File: src/rtl/eep_pkg.sv
package eep_pkg;

    // Phase of the self-timed programming sequencer
    typedef enum logic {
        PH_IDLE = 1'b0,
        PH_PROG = 1'b1
    } prog_ph_e;

endpackage

File: src/rtl/eep_page_buf.sv
module eep_page_buf #(
    parameter int ADDR_W = 11,
    parameter int DATA_W = 8,
    parameter int OFS_W  = 4
) (
    input  logic                    clk,
    input  logic                    rst_n,
    input  logic                    wr_en_i,
    input  logic                    first_i,
    input  logic [ADDR_W-1:0]       addr_i,
    input  logic [DATA_W-1:0]       data_i,
    input  logic                    clr_i,
    input  logic [OFS_W-1:0]        rd_idx_i,
    output logic [DATA_W-1:0]       rd_data_o,
    output logic                    rd_vld_o,
    output logic [ADDR_W-OFS_W-1:0] page_o,
    output logic                    any_o
);

    localparam int SLOTS  = 1 << OFS_W;
    localparam int PAGE_W = ADDR_W - OFS_W;

    typedef struct packed {
        logic [SLOTS-1:0][DATA_W-1:0] data;
        logic [SLOTS-1:0]             mask;
        logic [OFS_W-1:0]             ptr;
        logic [PAGE_W-1:0]            page;
    } buf_st_t;

    buf_st_t          st_d, st_q;
    logic [OFS_W-1:0] slot;

    always_comb begin
        st_d = st_q;
        slot = st_q.ptr;
        if (clr_i) begin
            st_d.mask = '0;
        end
        if (wr_en_i) begin
            if (first_i) begin
                st_d.mask = '0;
                st_d.page = addr_i[ADDR_W-1:OFS_W];
                slot      = addr_i[OFS_W-1:0];
            end
            st_d.data[slot] = data_i;
            st_d.mask[slot] = 1'b1;
            st_d.ptr        = slot + 1'b1;
        end
    end

    always_ff @(posedge clk or negedge rst_n) begin
        if (!rst_n) begin
            st_q <= '0;
        end else begin
            st_q <= st_d;
        end
    end

    assign rd_data_o = st_q.data[rd_idx_i];
    assign rd_vld_o  = st_q.mask[rd_idx_i];
    assign page_o    = st_q.page;
    assign any_o     = |st_q.mask;

    // a slot that just took a byte is marked for commit
    p_slot_marked_r6: assert property (@(posedge clk) disable iff (!rst_n)
        (wr_en_i && !clr_i) |=> st_q.mask[$past(slot)]);

    // the page bits only move on a first byte
    p_page_held_r3: assert property (@(posedge clk) disable iff (!rst_n)
        !(wr_en_i && first_i) |=> $stable(st_q.page));

endmodule

File: src/rtl/eep_prog_timer.sv
module eep_prog_timer
    import eep_pkg::*;
#(
    parameter int PROG_CYCLES = 250000,
    parameter int SLOTS       = 16,
    parameter int OFS_W       = 4
) (
    input  logic             clk,
    input  logic             rst_n,
    input  logic             start_i,
    output logic             busy_o,
    output logic             drain_o,
    output logic [OFS_W-1:0] slot_o,
    output logic             done_o
);

    localparam int          CW   = $clog2(PROG_CYCLES + 1);
    localparam logic [CW-1:0] LAST = CW'(PROG_CYCLES - 1);
    localparam logic [CW-1:0] NSL  = CW'(SLOTS);

    typedef struct packed {
        prog_ph_e      ph;
        logic [CW-1:0] cnt;
    } tmr_st_t;

    tmr_st_t st_d, st_q;
    logic    done;

    always_comb begin
        st_d = st_q;
        done = 1'b0;
        case (st_q.ph)
            PH_IDLE: begin
                if (start_i) begin
                    st_d.ph  = PH_PROG;
                    st_d.cnt = '0;
                end
            end
            PH_PROG: begin
                if (st_q.cnt == LAST) begin
                    st_d.ph = PH_IDLE;
                    done    = 1'b1;
                end else begin
                    st_d.cnt = st_q.cnt + 1'b1;
                end
            end
            default: st_d.ph = PH_IDLE;
        endcase
    end

    always_ff @(posedge clk or negedge rst_n) begin
        if (!rst_n) begin
            st_q <= '{ph: PH_IDLE, cnt: '0};
        end else begin
            st_q <= st_d;
        end
    end

    assign busy_o  = (st_q.ph == PH_PROG);
    assign drain_o = busy_o && (st_q.cnt < NSL);
    assign slot_o  = st_q.cnt[OFS_W-1:0];
    assign done_o  = done;

    // busy only begins after a start request
    p_busy_from_start_r5: assert property (@(posedge clk) disable iff (!rst_n)
        $rose(busy_o) |-> $past(start_i));

    // the window cannot end early
    p_busy_holds_r5: assert property (@(posedge clk) disable iff (!rst_n)
        (busy_o && !done_o) |=> busy_o);

endmodule

File: src/rtl/eep_page_prog.sv
module eep_page_prog #(
    parameter int ADDR_W      = 11,
    parameter int DATA_W      = 8,
    parameter int PAGE_BYTES  = 16,
    parameter int PROG_CYCLES = 250000
) (
    input  logic              clk,
    input  logic              rst_n,
    input  logic              byte_vld_i,
    input  logic              byte_first_i,
    input  logic [ADDR_W-1:0] byte_addr_i,
    input  logic [DATA_W-1:0] byte_data_i,
    input  logic              stop_i,
    input  logic              wp_i,
    output logic              busy_o,
    output logic              mem_we_o,
    output logic [ADDR_W-1:0] mem_addr_o,
    output logic [DATA_W-1:0] mem_wdata_o
);

    localparam int OFS_W  = $clog2(PAGE_BYTES);
    localparam int PAGE_W = ADDR_W - OFS_W;

    logic              busy, drain, done;
    logic              take_byte, stop_ok, start, clr;
    logic [OFS_W-1:0]  slot;
    logic [DATA_W-1:0] rd_data;
    logic              rd_vld, any;
    logic [PAGE_W-1:0] page;

    // Strobes are ignored while programming; STOP wins over a same-cycle byte
    assign take_byte = byte_vld_i && !busy && !stop_i;
    assign stop_ok   = stop_i && !busy;
    assign start     = stop_ok && any && !wp_i;
    assign clr       = done || (stop_ok && !start);

    eep_page_buf #(
        .ADDR_W (ADDR_W),
        .DATA_W (DATA_W),
        .OFS_W  (OFS_W)
    ) u_buf (
        .clk       (clk),
        .rst_n     (rst_n),
        .wr_en_i   (take_byte),
        .first_i   (byte_first_i),
        .addr_i    (byte_addr_i),
        .data_i    (byte_data_i),
        .clr_i     (clr),
        .rd_idx_i  (slot),
        .rd_data_o (rd_data),
        .rd_vld_o  (rd_vld),
        .page_o    (page),
        .any_o     (any)
    );

    eep_prog_timer #(
        .PROG_CYCLES (PROG_CYCLES),
        .SLOTS       (PAGE_BYTES),
        .OFS_W       (OFS_W)
    ) u_tmr (
        .clk     (clk),
        .rst_n   (rst_n),
        .start_i (start),
        .busy_o  (busy),
        .drain_o (drain),
        .slot_o  (slot),
        .done_o  (done)
    );

    assign busy_o      = busy;
    assign mem_we_o    = drain && rd_vld;
    assign mem_addr_o  = {page, slot};
    assign mem_wdata_o = rd_data;

    // array writes stay inside the programming window
    p_we_in_window_r6: assert property (@(posedge clk) disable iff (!rst_n)
        mem_we_o |-> busy_o);

    // a STOP on an empty buffer leaves busy low
    p_empty_stop_r7: assert property (@(posedge clk) disable iff (!rst_n)
        (stop_i && !busy_o && !any) |=> !busy_o);

    // protection at STOP blocks the cycle
    p_wp_blocks_r8: assert property (@(posedge clk) disable iff (!rst_n)
        (stop_i && !busy_o && wp_i) |=> !busy_o);

    // the buffer is frozen while programming
    p_frozen_busy_r9: assert property (@(posedge clk) disable iff (!rst_n)
        (busy_o && !done) |=> ($stable(page) && $stable(any)));

    // mask empty once busy falls
    p_clear_at_end_r10: assert property (@(posedge clk) disable iff (!rst_n)
        $fell(busy_o) |-> !any);

endmodule

File: config.mk
export PLATFORM = sky130hd
export DESIGN_NAME = eep_page_prog
export DESIGN_NICKNAME = d
export VERILOG_FILES = /design/src/rtl/eep_pkg.sv /design/src/rtl/eep_page_buf.sv /design/src/rtl/eep_prog_timer.sv /design/src/rtl/eep_page_prog.sv
export SDC_FILE = /design/constraint.sdc
export NUM_CORES = 1
export LEC_CHECK = 0
export BUFFER_PORTS_ARGS = -buffer_cell sky130_fd_sc_hd__buf_2
export CORE_MARGIN = 5
export CORE_UTILIZATION = 60
export CTS_BUF_LIST = sky130_fd_sc_hd__clkbuf_8
export DETAILED_ROUTE_END_ITERATION = 7
export HOLD_SLACK_MARGIN = 0.06
export PLACE_DENSITY = 0.85
export RECOVER_POWER = 100
export SYNTH_ARGS = -nofsm -noshare
export SYNTH_HDL_FRONTEND = slang
export SYNTH_SLANG_ARGS = --single-unit
File: constraint.sdc
create_clock -name clk -period 4.25 [get_ports clk]
set_clock_uncertainty 0.05 [all_clocks]
set_input_delay 0.2125 -clock clk [delete_from_list [all_inputs] [get_ports clk]]
set_output_delay 0.2125 -clock clk [all_outputs]
set_load 0.05 [all_outputs]
==> metrics <==
sequential share of the synthesized area=52.5%; Slew @ Worst Pin=2620 ps; layout cells sized above 1=34.6%; overall global routing resource usage=23.0%; crit-path leading delay family=multiplexers; CP Buf/Inv Count=2; Tightest Hold Check Type=input pin to flip-flop; Core Box Area=13,700 sq um; most used cell, CP=mux4_2; register area=4360 sq um; Placed Cells incl. Taps=761; final critical-path required period=3590 ps; first-pass GRT wire length=28,700 um; multi-input combinational cell area=3590 sq um; Fill cells=974; TritonCTS clock tree=done; Num CTS Buffers=17; Post-CTS Setup Inserts=0; pins over their slew limit=108; pre-CTS setup slack=1330 ps; Leakage=4.21 nW; Pwr Density=376 nW/um^2; die height=128 um; Core Rows=43; Fin. Hold Viols=0; P&R area growth vs syn=7.28%; FFs w/ async S/R, synth=100%; Yosys warnings=0; drt wl/cell=22.0 um; RD Place Congestion=0.820; DRC violations left=0; RSZ-0062 raised after global routing=false; CTS H-tree depth=4; crit path launch type=flip-flop; total number of vias=5,021; overall routed net length=17,700 um; router iterations before antenna repair=5; main flop type after synthesis=dfrtp_1; Clock Sink Count=174; Max rail drop VDD=266 uV; clock root buffer master=clkbuf_8; Cell Chain, Critical Path=clkbuf_2 -> mux4_2 -> mux4_2 -> buf_2; Layout Cells excl Fill=802; critical path's largest stage delay=910 ps; failing checks=max-capacitance violations, max-slew violations; CP Capture Type=output port; most frequent cells in the layout=dfrtp_1, mux2_2, mux4_2; Gate Count Post-Synth=578; Final #Nets=639; max-cap viol count=1; Port Buf Inserts=45; post-CTS sizing=0; die area=16,300 sq um; global route total overflow=0; Max-slew headroom=-74.3%; Yosys reg bits=174; Avg Cell Area, Syn=14.4 sq um; largest net degree at the start of global routing=108; Initial DRC Count=343; clk buf depth=2; Worst EP required=3990 ps; antenna-violating nets left=0; EDFF count, synth=0; WS Path Type=flip-flop to output port; antenna violations before repair=1; later-pin clock latency in the skew report=460 ps; die width=128 um; final setup violation count=0; crit path DAT=3330 ps; Max Fanout on Critical Path=26; Post-DP HPWL=11,300 um; Ports=46; Reg clk slew, reported paths=90 ps; commonest non-fill, non-tap cell in the layout=dfrtp_1; slowest CP cell=dfrtp_2; Post-Syn Area=8300 sq um; Hold-fix buffers, CTS=9; final period utilization=84.4%; fmax=279 MHz; via/cell ratio=6.26; status=complete, but fails checks; utilization after layout=64.9%; final setup TNS=0 ps; initial core utilization=60.5%; Distinct cells, synth=49; vias in the first global route=5,305; Mapped Nets=608; Final Worst Setup Slack=661 ps
layer usage:
metal  vias to the layer above  track usage (%)  routed length (um)
li1                       2196                -                   -
met1                      2636             30.0                7250
met2                       159             38.2                9040
met3                        30             5.52                1030
met4                         0             8.24                 351
met5                         -                0                   0
worst register-to-register path: stages, from the launching register on:
cell and delay (ps):
dfrtp_1 530, nor2_1 360, and2_0 770, nand3_1 850
mux2_1 570
Yosys cell counts, types with 2 or more instances:
cell      number  area [sq um]
dfrtp_1      174          4350
mux2_2        92          1040
mux4_2        44           991
mux2_1        43           484
nand2_1       28           105
nor2_1        16          60.1
buf_2         15          75.1
a21oi_1       14          70.1
buf_4         14           105
clkbuf_1      13          48.8
nand3_1       11          55.1
nand3_2        8          80.1
nand4_1        8          50.1
xor2_1         8          70.1
a21oi_2        6          52.6
and3_1         6          37.5
inv_1          6          22.5
mux2i_1        6          60.1
nor4_1         6          37.5
ha_1           5          62.6
nor2_2         5          31.3
o21ai_0        5          25.0
and4_1         4          35.0
xnor2_1        4          35.0
a211oi_1       3          22.5
a31oi_1        3          18.8
nor3_1         3          15.0
or3_1          3          18.8
and2_1         2          12.5
buf_1          2          7.51
buf_6          2          22.5
nor4_2         2          25.0
state kept, by name, indices dropped and copies added, names as in the netlist:
name	cells
u_buf.page_o	7
u_tmr.busy_o	1
u_buf.st_q	148
u_tmr.st_q	14
u_tmr.slot_o	4
worst paths after layout:
| path | slack, ps | endpoint | start | cells past startpoint |
|---|---|---|---|---|
| max in group asynchronous | 1070 | u_buf.st_q[65]$_DFFE_PN0P_ | rst_n | 3 |
| setup / recovery | 660 | mem_wdata_o[2] | u_tmr.slot_o[0]$_DFFE_PN0P_ | 4 |
| min in group asynchronous | 1020 | u_buf.page_o[2]$_DFFE_PN0P_ | rst_n | 2 |
| hold reg to reg | 440 | u_buf.st_q[100]$_DFFE_PN0P_ | u_buf.st_q[100]$_DFFE_PN0P_ | 1 |
| setup reg to reg | 1010 | u_buf.st_q[114]$_DFFE_PN0P_ | u_tmr.busy_o$_DFF_PN0_ | 4 |
| hold / removal | 90 | u_buf.st_q[8]$_DFFE_PN0P_ | byte_vld_i | 4 |
power breakdown:
| part | internal, mW | switching [mW] | total (mW) |
|---|---|---|---|
| sequential | 1.72 | 0.160 | 1.88 |
| combinational | 0.141 | 0.209 | 0.351 |
| clock | 0.519 | 0.602 | 1.12 |
layout make-up:
class / count / share of cell area [%]
clock inverter: 14 / 1.63
tap: 180 / 2.53
sequential: 174 / 48.9
antenna: 1 / 0.0281
clock buffer: 17 / 2.63
timing repair buffer: 58 / 3.57
multi-input combinational: 351 / 40.4
inverter: 7 / 0.295
cell families (layout without fill, tap and decap cells):
logic type | count (synthesis) | count (layout) | share of synthesized area, %
AO/OA/AOI/OAI | 40 | 40 | 3.59
flip-flops | 174 | 174 | 52.5
buffers and inverters | 53 | 96 | 3.44
multiplexers | 185 | 185 | 31.0
XOR/XNOR | 12 | 12 | 1.27
AND/OR/NAND/NOR | 109 | 109 | 7.48
adder cells (fa/ha/maj) | 5 | 5 | 0.754
other | 0 | 1 | 0
metrics by stage:
step	area, sq um	hold slack (ps)	total power, mW
3_5_place_dp	8530	344	2.26
5_1_grt	8900	104	3.48
6_report	8900	94.0	3.35
2_1_floorplan	8300	-133	2.14
4_1_cts	8990	81.4	3.36
3_3_place_gp	8530	326	2.24
Note: power is estimated with default switching activity, not from simulation.
